**src/rtl/wmem_pkg.sv**
```systemverilog
package wmem_pkg;
    typedef enum logic [1:0] {
        SZ_BYTE = 2'b00,
        SZ_HALF = 2'b01,
        SZ_WORD = 2'b10,
        SZ_RSVD = 2'b11
    } xfer_size_e;

    typedef enum logic [1:0] {
        ST_IDLE = 2'd0,
        ST_DONE = 2'd1,
        ST_PABT = 2'd2,
        ST_DABT = 2'd3
    } resp_state_e;
endpackage

```
**src/rtl/wmem_window.sv**
```systemverilog
module wmem_window #(
    parameter logic [31:0] ABORT_LO = 32'h0080_0000,
    parameter logic [31:0] ABORT_HI = 32'h01A0_0000
) (
    input  logic [31:0] addr,
    output logic        hit
);
    always_comb begin
        hit = (addr >= ABORT_LO) && (addr < ABORT_HI);
    end
endmodule

```
**src/rtl/wmem_merge.sv**
```systemverilog
module wmem_merge
    import wmem_pkg::*;
#(
    parameter int DW = 32,
    localparam int NLANE = DW / 8
) (
    input  logic [DW-1:0] old_word,
    input  logic [DW-1:0] wdata,
    input  xfer_size_e    size,
    input  logic [1:0]    lane_addr,
    input  logic          big_endian,
    output logic [DW-1:0] new_word,
    output logic          any_lane
);
    logic [NLANE-1:0] lane_en;
    logic [DW-1:0]    placed;
    logic [1:0]       byte_lane;
    logic             half_hi;

    always_comb begin
        byte_lane = {big_endian, big_endian} ^ lane_addr;
        half_hi   = big_endian ^ lane_addr[1];
        lane_en   = '0;
        placed    = wdata;
        unique case (size)
            SZ_BYTE: begin
                lane_en[byte_lane] = 1'b1;
                placed = {NLANE{wdata[7:0]}};
            end
            SZ_HALF: begin
                lane_en = half_hi ? 4'b1100 : 4'b0011;
                placed  = {2{wdata[15:0]}};
            end
            SZ_WORD: lane_en = '1;
            SZ_RSVD: lane_en = '0;
        endcase
        any_lane = |lane_en;
    end

    for (genvar g = 0; g < NLANE; g++) begin : g_lane
        assign new_word[g*8 +: 8] = lane_en[g] ? placed[g*8 +: 8] : old_word[g*8 +: 8];
    end
endmodule

```
**src/rtl/wmem_store.sv**
```systemverilog
module wmem_store #(
    parameter int DEPTH = 64,
    parameter int DW    = 32,
    localparam int IW   = $clog2(DEPTH)
) (
    input  logic          clk,
    input  logic          rst_n,
    input  logic          we,
    input  logic [IW-1:0] idx,
    input  logic [DW-1:0] wword,
    output logic [DW-1:0] rword
);
    logic [DW-1:0] cells [DEPTH];

    always_ff @(posedge clk or negedge rst_n) begin
        if (!rst_n) begin
            for (int i = 0; i < DEPTH; i++) cells[i] <= '0;
        end else if (we) begin
            cells[idx] <= wword;
        end
    end

    assign rword = cells[idx];
endmodule

```
**src/rtl/sized_mem_slave.sv**
```systemverilog
module sized_mem_slave
    import wmem_pkg::*;
#(
    parameter int          DEPTH      = 64,
    parameter logic [31:0] ABORT_LO   = 32'h0080_0000,
    parameter logic [31:0] ABORT_HI   = 32'h01A0_0000,
    parameter logic [31:0] ABORT_WORD = 32'hBADA_B047,
    localparam int IW = $clog2(DEPTH)
) (
    input  logic        clk,
    input  logic        rst_n,
    input  logic        mreq_n,
    input  logic        wr,
    input  logic        fetch_n,
    input  logic [1:0]  size,
    input  logic        big_endian,
    input  logic [31:0] addr,
    input  logic [31:0] wdata,
    output logic [31:0] rdata,
    output logic        pabort,
    output logic        dabort
);
    resp_state_e   state_q, state_d;
    logic          win_hit;
    logic          any_lane;
    logic          store_we;
    logic [IW-1:0] word_idx;
    logic [31:0]   cur_word, merged_word;

    assign word_idx = addr[IW+1:2];

    wmem_window #(.ABORT_LO(ABORT_LO), .ABORT_HI(ABORT_HI)) u_window (
        .addr (addr),
        .hit  (win_hit)
    );

    wmem_merge #(.DW(32)) u_merge (
        .old_word   (cur_word),
        .wdata      (wdata),
        .size       (xfer_size_e'(size)),
        .lane_addr  (addr[1:0]),
        .big_endian (big_endian),
        .new_word   (merged_word),
        .any_lane   (any_lane)
    );

    assign store_we = !mreq_n && wr && !win_hit && any_lane;

    wmem_store #(.DEPTH(DEPTH), .DW(32)) u_store (
        .clk   (clk),
        .rst_n (rst_n),
        .we    (store_we),
        .idx   (word_idx),
        .wword (merged_word),
        .rword (cur_word)
    );

    always_comb begin
        state_d = state_q;
        if (!mreq_n) begin
            if (win_hit) state_d = fetch_n ? ST_DABT : ST_PABT;
            else         state_d = ST_DONE;
        end
    end

    always_ff @(posedge clk or negedge rst_n) begin
        if (!rst_n) begin
            state_q <= ST_IDLE;
            rdata   <= '0;
        end else begin
            state_q <= state_d;
            if (!mreq_n) begin
                if (win_hit) rdata <= ABORT_WORD;
                else if (wr) rdata <= '0;
                else         rdata <= cur_word;
            end
        end
    end

    always_comb begin
        pabort = 1'b0;
        dabort = 1'b0;
        unique case (state_q)
            ST_IDLE: ;
            ST_DONE: ;
            ST_PABT: pabort = 1'b1;
            ST_DABT: dabort = 1'b1;
        endcase
    end
endmodule

```
**config.mk**
```make
export PLATFORM = sky130hd
export DESIGN_NAME = sized_mem_slave
export DESIGN_NICKNAME = d
export VERILOG_FILES = /design/src/rtl/wmem_pkg.sv /design/src/rtl/wmem_window.sv /design/src/rtl/wmem_merge.sv /design/src/rtl/wmem_store.sv /design/src/rtl/sized_mem_slave.sv
export SDC_FILE = /design/constraint.sdc
export NUM_CORES = 2
export LEC_CHECK = 0
export ABC_AREA = 1
export BUFFER_PORTS_ARGS = -buffer_cell sky130_fd_sc_hd__buf_2
export CAP_MARGIN = 40
export CORE_MARGIN = 2
export CORE_UTILIZATION = 64
export DETAILED_ROUTE_END_ITERATION = 16
export PLACE_DENSITY = 0.81
export SLEW_MARGIN = 5
export SYNTH_ARGS = -nofsm -noshare
export SYNTH_HDL_FRONTEND = slang
export SYNTH_HIERARCHICAL = 1
export SYNTH_SLANG_ARGS = --single-unit
```
**constraint.sdc**
```tcl
create_clock -name clk -period 2.8 [get_ports clk]
set_input_delay 0.14 -clock clk [delete_from_list [all_inputs] [get_ports clk]]
set_output_delay 0.14 -clock clk [all_outputs]
set_load 0.005 [all_outputs]
```
Yosys cells after proc, flatten, opt, wreduce, memory -nomap -nowiden --
Cells that the tools add are included.
Word-level totals: input bits 72, logic and storage cells 111, register bits 2082
Cells by class: reductions and logical operators 10, equal/unequal tests 5, mux-type cells 21, bitwise logic cells 3, magnitude comparators 6
Operators by type and width (count):
- bitwise mux 2048 bit | 1
- binary-select mux 32 bit (select 6 bit) | 1
- demux 32 bit (select 6 bit) | 1
- two-way mux 32 bit | 5
- one-hot mux 32 bit (2 select lines) | 1
- >= comparator 32 x 24 -> 1 bit, second input constant | 1
- < comparator 32 x 25 -> 1 bit, second input constant | 1
- two-way mux 8 bit | 4
- one-hot mux 4 bit (4 select lines) | 1
- equality test 2 bit, second input constant | 4
- >= comparator 7 bit, second input constant | 1
- < comparator 7 x 1 -> 1 bit, second input constant | 1
- NOT 6 -> 7 bit | 1
- logical AND 1 bit | 6
- two-way mux 1 bit | 4
- two-way mux 4 bit | 1
- OR reduction 4 bit | 1
- < comparator 2 x 3 -> 1 bit, second input constant | 1
- demux 1 bit (select 2 bit) | 1
- equality test 2 x 1 -> 1 bit, second input constant | 1
- >= comparator 2 x 1 -> 1 bit, second input constant | 1
- zero test 1 bit | 2
- zero test 2 bit | 1
- two-way mux 2 bit | 1
- other kinds (2) | 2

Logic depth before layout (Yosys ltp) --
word-level depth 8, depth in mapped cells 20

Modules after synthesis --
Netlist, hierarchy kept.
By module, submodules not included:
- wmem_store | times used 1, area each 95835.7 um^2, seq. area each 51249.2 um^2, cells each 13127
- sized_mem_slave | times used 1, area each 1420.1 um^2, seq. area each 850.8 um^2, cells each 153
- wmem_merge | times used 1, area each 897.1 um^2, seq. area each 0.0 um^2, cells each 197
- wmem_window | times used 1, area each 71.3 um^2, seq. area each 0.0 um^2, cells each 18

Least setup slack after synthesis --
OpenSTA, ideal clock, no wires.
path type input to register, from input addr[2], to register u_store/cells[1410] in the netlist's numbering, path slack 205 ps, stages 19, arrival time 2458 ps, buffers on the path 6, required time 2663 ps, cells stage by stage buf_2 -> buf_4 -> clkbuf_1 -> clkbuf_1 -> o21ai_0 -> nand2_1 -> nand2_1 -> nand2_1 -> nand2_1 -> nand2_1 -> nand2_1 -> nor2_1 -> nand2_1 -> nand3_1 -> nand2_1 -> inv_1 -> clkbuf_1 -> clkbuf_1 -> a21oi_1
Between the ends: word-level cells in the longest chain between the ends 6, elaborated cells on any way between the ends 17, those cells by class 4 x order compare; 7 x mux; 1 x bitwise; 5 x reduce/logical
Ends and longest elaborated chain:
- start: declaration | RTL line sized_mem_slave.sv:17 | input logic [31:0] addr,
- NOT 6 -> 7 bit (not written as such) | RTL line wmem_store.sv:23 | assign rword = cells[idx];
- binary-select mux 32 bit (select 6 bit) | RTL line wmem_store.sv:23
- two-way mux 32 bit (not written as such) (2 in series) | RTL line wmem_store.sv:23
- named net cur_word[2] | RTL line sized_mem_slave.sv:28 | logic [31:0] cur_word, merged_word;
- two-way mux 8 bit | RTL line wmem_merge.sv:41 | assign new_word[g*8 +: 8] = lane_en[g] ? placed[g*8 +: 8] : old_word[g*8 +: 8];
- named net merged_word[2] | RTL line sized_mem_slave.sv:28
- bitwise mux 2048 bit | RTL line wmem_store.sv:19 | cells[idx] <= wword;
- end signal: indexed assignment | RTL line wmem_store.sv:19
- end: declaration | RTL line wmem_store.sv:13 | logic [DW-1:0] cells [DEPTH];
The timed path passes the listed nets, and every way through them passes these cells. The select of a mux whose other input is x is not followed. A chain may end at the register's enable or synchronous reset.

Final worst setup path --
from input addr[5], to register u_store/cells[616] in the netlist's numbering
The elaborated chain is that of the path after synthesis.

==> impl_metrics.toml <==
[status]
status = "finished, final reports clean"

[synthesis]
synth_edf_count = 0
avgSynthCellArea_um2 = 7.28
syn_inst = 13500
ys_async_sr_fraction_pct = 100
ys.flop_type = "dfrtp_1"
synth_seq_cells = 2082
synth.distinct_cells = 29
syn_area_um2 = 98200
yosysSeqAreaShare_pct = 53.0
yosys_warnings = 6
synth_nets = 13600

[drt]
wl_um = 317000
vias_per_cell = 5.90
first_iter_violations = 12200
vias = 92200
drc = 0
ant_nets = 0
firstDrtPassIters = 8
routedWlPerCell_um = 20.3

[clock_tree]
cts-htree-levels = 4
post_cts_resized = 0
insertion_delay_ps = 870
clock_path_buffers = 3
clkSinkCount = 2082
clk_pin_slew_ps = 60
cts_setup_buffers = 0
cts_buffers = 207
cts_root_buf = "clkbuf_16"
cts_tree = "yes"

[die]
start_util_pct = 64.5
die_x_um = 396
die_h_um = 396
io_pins = 106
core_area_um2 = 152000
rows = 143
dieArea_um2 = 157000

[place]
dp.cells = 15200
pre_cts_ws_ps = -397
dpl.hpwl_um = 202000
io_buffers = 92
place.gp.congestion = 0.952

[critical_path]
crit_path_max_fanout = 36
slowest_delay_ps = 620
startpoint_type = "primary input"
critical_path_buf_inv_count = 7
slowest_stage = "dlygate4sd3_1"
reg2reg_depth = 16
cp.required_ps = 3550
crit_arrival_ps = 3490
path_cells = "dlygate4sd3_1 > buf_2 > inv_1 > nor3_2 > buf_12 > nand2_1 > nand2_1 > nor2_1 > buf_4 > nand2_1 > nand3_1 > nand2_1 > inv_2 > buf_12 > o21ai_0"
path_class = "primary input to flip-flop"
path_delay_family = "buffers and inverters"
crit_cells = 15
crit_top_cell = "nand2_1"
end_kind = "flip-flop"

[sta]
hold_viol_final = 0
period_minus_slack_ps = 2740
fin_skew_ps = 41.8
rsz0062_at_grt = "no"
finalWorstSetupSlack_ps = 57.5
relSlewSlack_pct = 47.3
max_freq_mhz = 365
tightestPinTransition_ps = 789
whs_ps = 71.6
finalSetupViolations = 0
slew_viol_final = 0
min_period_over_period_pct = 97.9

[power]
powerDensity_nw_per_um2 = 629
total_power_uw = 70800
ir_worst_vdd_v = 0.000718
p_leak_uw = 0.0587

[layout]
final_nets = 13500
syn_to_final_growth_pct = 14.6
fin_cells = 15600
seq_area_um2 = 52100
drive_above_1_share_pct = 8.84
fillers = 11100
fin_util_pct = 73.9
multi_input_area_um2 = 41600

[global_routing]
gr-total-overflow = 0
antenna_found_initial = 8
grt_pass1_wl_um = 497000
first_global_vias = 89200
grt_max_degree = 133
grt_usage_pct = 40.6

[hold_path]
hp-class = "primary input to flip-flop"
min_delay_path_depth = 8

[flow_run]
cap_violations = 0
==> Yosys cell counts, types with 7 or more instances <==
cell / number / share of area [%]
nor2_1: 958 / 3.7
inv_2: 12 / 0.046
a21oi_1: 870 / 4.4
nand2_1: 6827 / 26
buf_1: 31 / 0.12
nand3_1: 57 / 0.29
o21ai_0: 1295 / 6.6
nor2_2: 22 / 0.14
buf_2: 73 / 0.37
nor3_2: 7 / 0.071
clkbuf_1: 904 / 3.5
o21ai_1: 71 / 0.36
dfrtp_1: 2082 / 53
inv_1: 240 / 0.92
o211ai_1: 14 / 0.11
==> state kept, by name (all words and copies together) (netlist names) <==
name	count
rdata	32
state_q	2
u_store/cells	2048
==> worst reg2reg max path: cells and delay by family (launching register included) <==
kind	cells	cell delay [ps]
DFF	1	380
buffers and inverters	3	610
AOI/OAI and AO/OA	1	190
and+or+nand+nor	12	1390
==> power breakdown <==
part,leakage [µW],internal [µW],switching (µW)
combinational,0.0276,3160,6310
sequential,0.0277,32400,1160
clock,0.00336,16000,11800
total,0.0587,51500,19300
==> through the flow <==
step | TNS [ps] | instance area [µm²]
floorplan | 0 | 98200
global placement | -55880 | 106000
detailed placement | -65470 | 106000
CTS | 0 | 113000
global route | 0 | 113000
finish | 0 | 113000
==> per-layer routing <==
metal	GRT usage, %	share of wire [%]	routed length (µm)	up-vias
met5	0.216	0.022	69	-
met4	20.6	5.5	17500	8
met3	10.8	13	41700	1053
met2	60.8	43	137000	5564
met1	54.9	38	120000	43600
li1	-	-	-	42000
==> kinds of logic (layout without fill, tap and decap cells) <==
family,count (synthesis),after routing,share of synthesized area (%)
AOI/OAI and AO/OA,2253,2253,11.5
buffers and inverters,1269,1379,4.99
DFF,2082,2082,53.0
other,0,2,0
and+or+nand+nor,7891,7891,30.4
==> cells in the final DEF (no fill, tap or decap), types with 14 or more instances in the layout <==
master | synthesis | routed
nor2_4 | 2 | 34
nor2_1 | 958 | 938
o21ai_1 | 71 | 71
a21oi_1 | 870 | 870
dlygate4sd3_1 | 0 | 16
inv_2 | 12 | 41
clkinv_2 | 0 | 40
buf_12 | 1 | 245
nand2_2 | 5 | 35
nand2_1 | 6827 | 6797
clkbuf_1 | 904 | 54
buf_2 | 73 | 88
o21ai_0 | 1295 | 1295
dfrtp_1 | 2082 | 2082
buf_4 | 5 | 396
clkbuf_8 | 0 | 52
inv_1 | 240 | 208
nand3_1 | 57 | 56
clkbuf_16 | 0 | 213
o211ai_1 | 14 | 14
==> cell type report <==
class	instances	area share, %
repair buffers	750	7.62
diodes	2	0.00445
multi-input cells	10100	36.9
inverters	253	0.871
clock buffers	319	5.55
well taps	2030	2.26
flip-flops and latches	2082	46.3
clock inverters	57	0.471
==> final timing paths <==
path | from | slack, ps | end
min | wdata[21] | 70 | u_store/cells[1525]
min in group asynchronous | rst_n | 170 | u_store/cells[1607]
max | addr[5] | 60 | u_store/cells[616]
min reg2reg | u_store/cells[905] | 480 | u_store/cells[905]
max reg2reg | u_store/cells[264] | 90 | u_store/cells[616]
max in group asynchronous | rst_n | 1840 | u_store/cells[269]
==> repair_timing <==
item | in CTS | in global routing
hold buffers | 17 | 0
endpoints found under the setup margin | 0 | 63
hold endpoints to repair | 909 | 0
(Power assumes the default switching activity.)
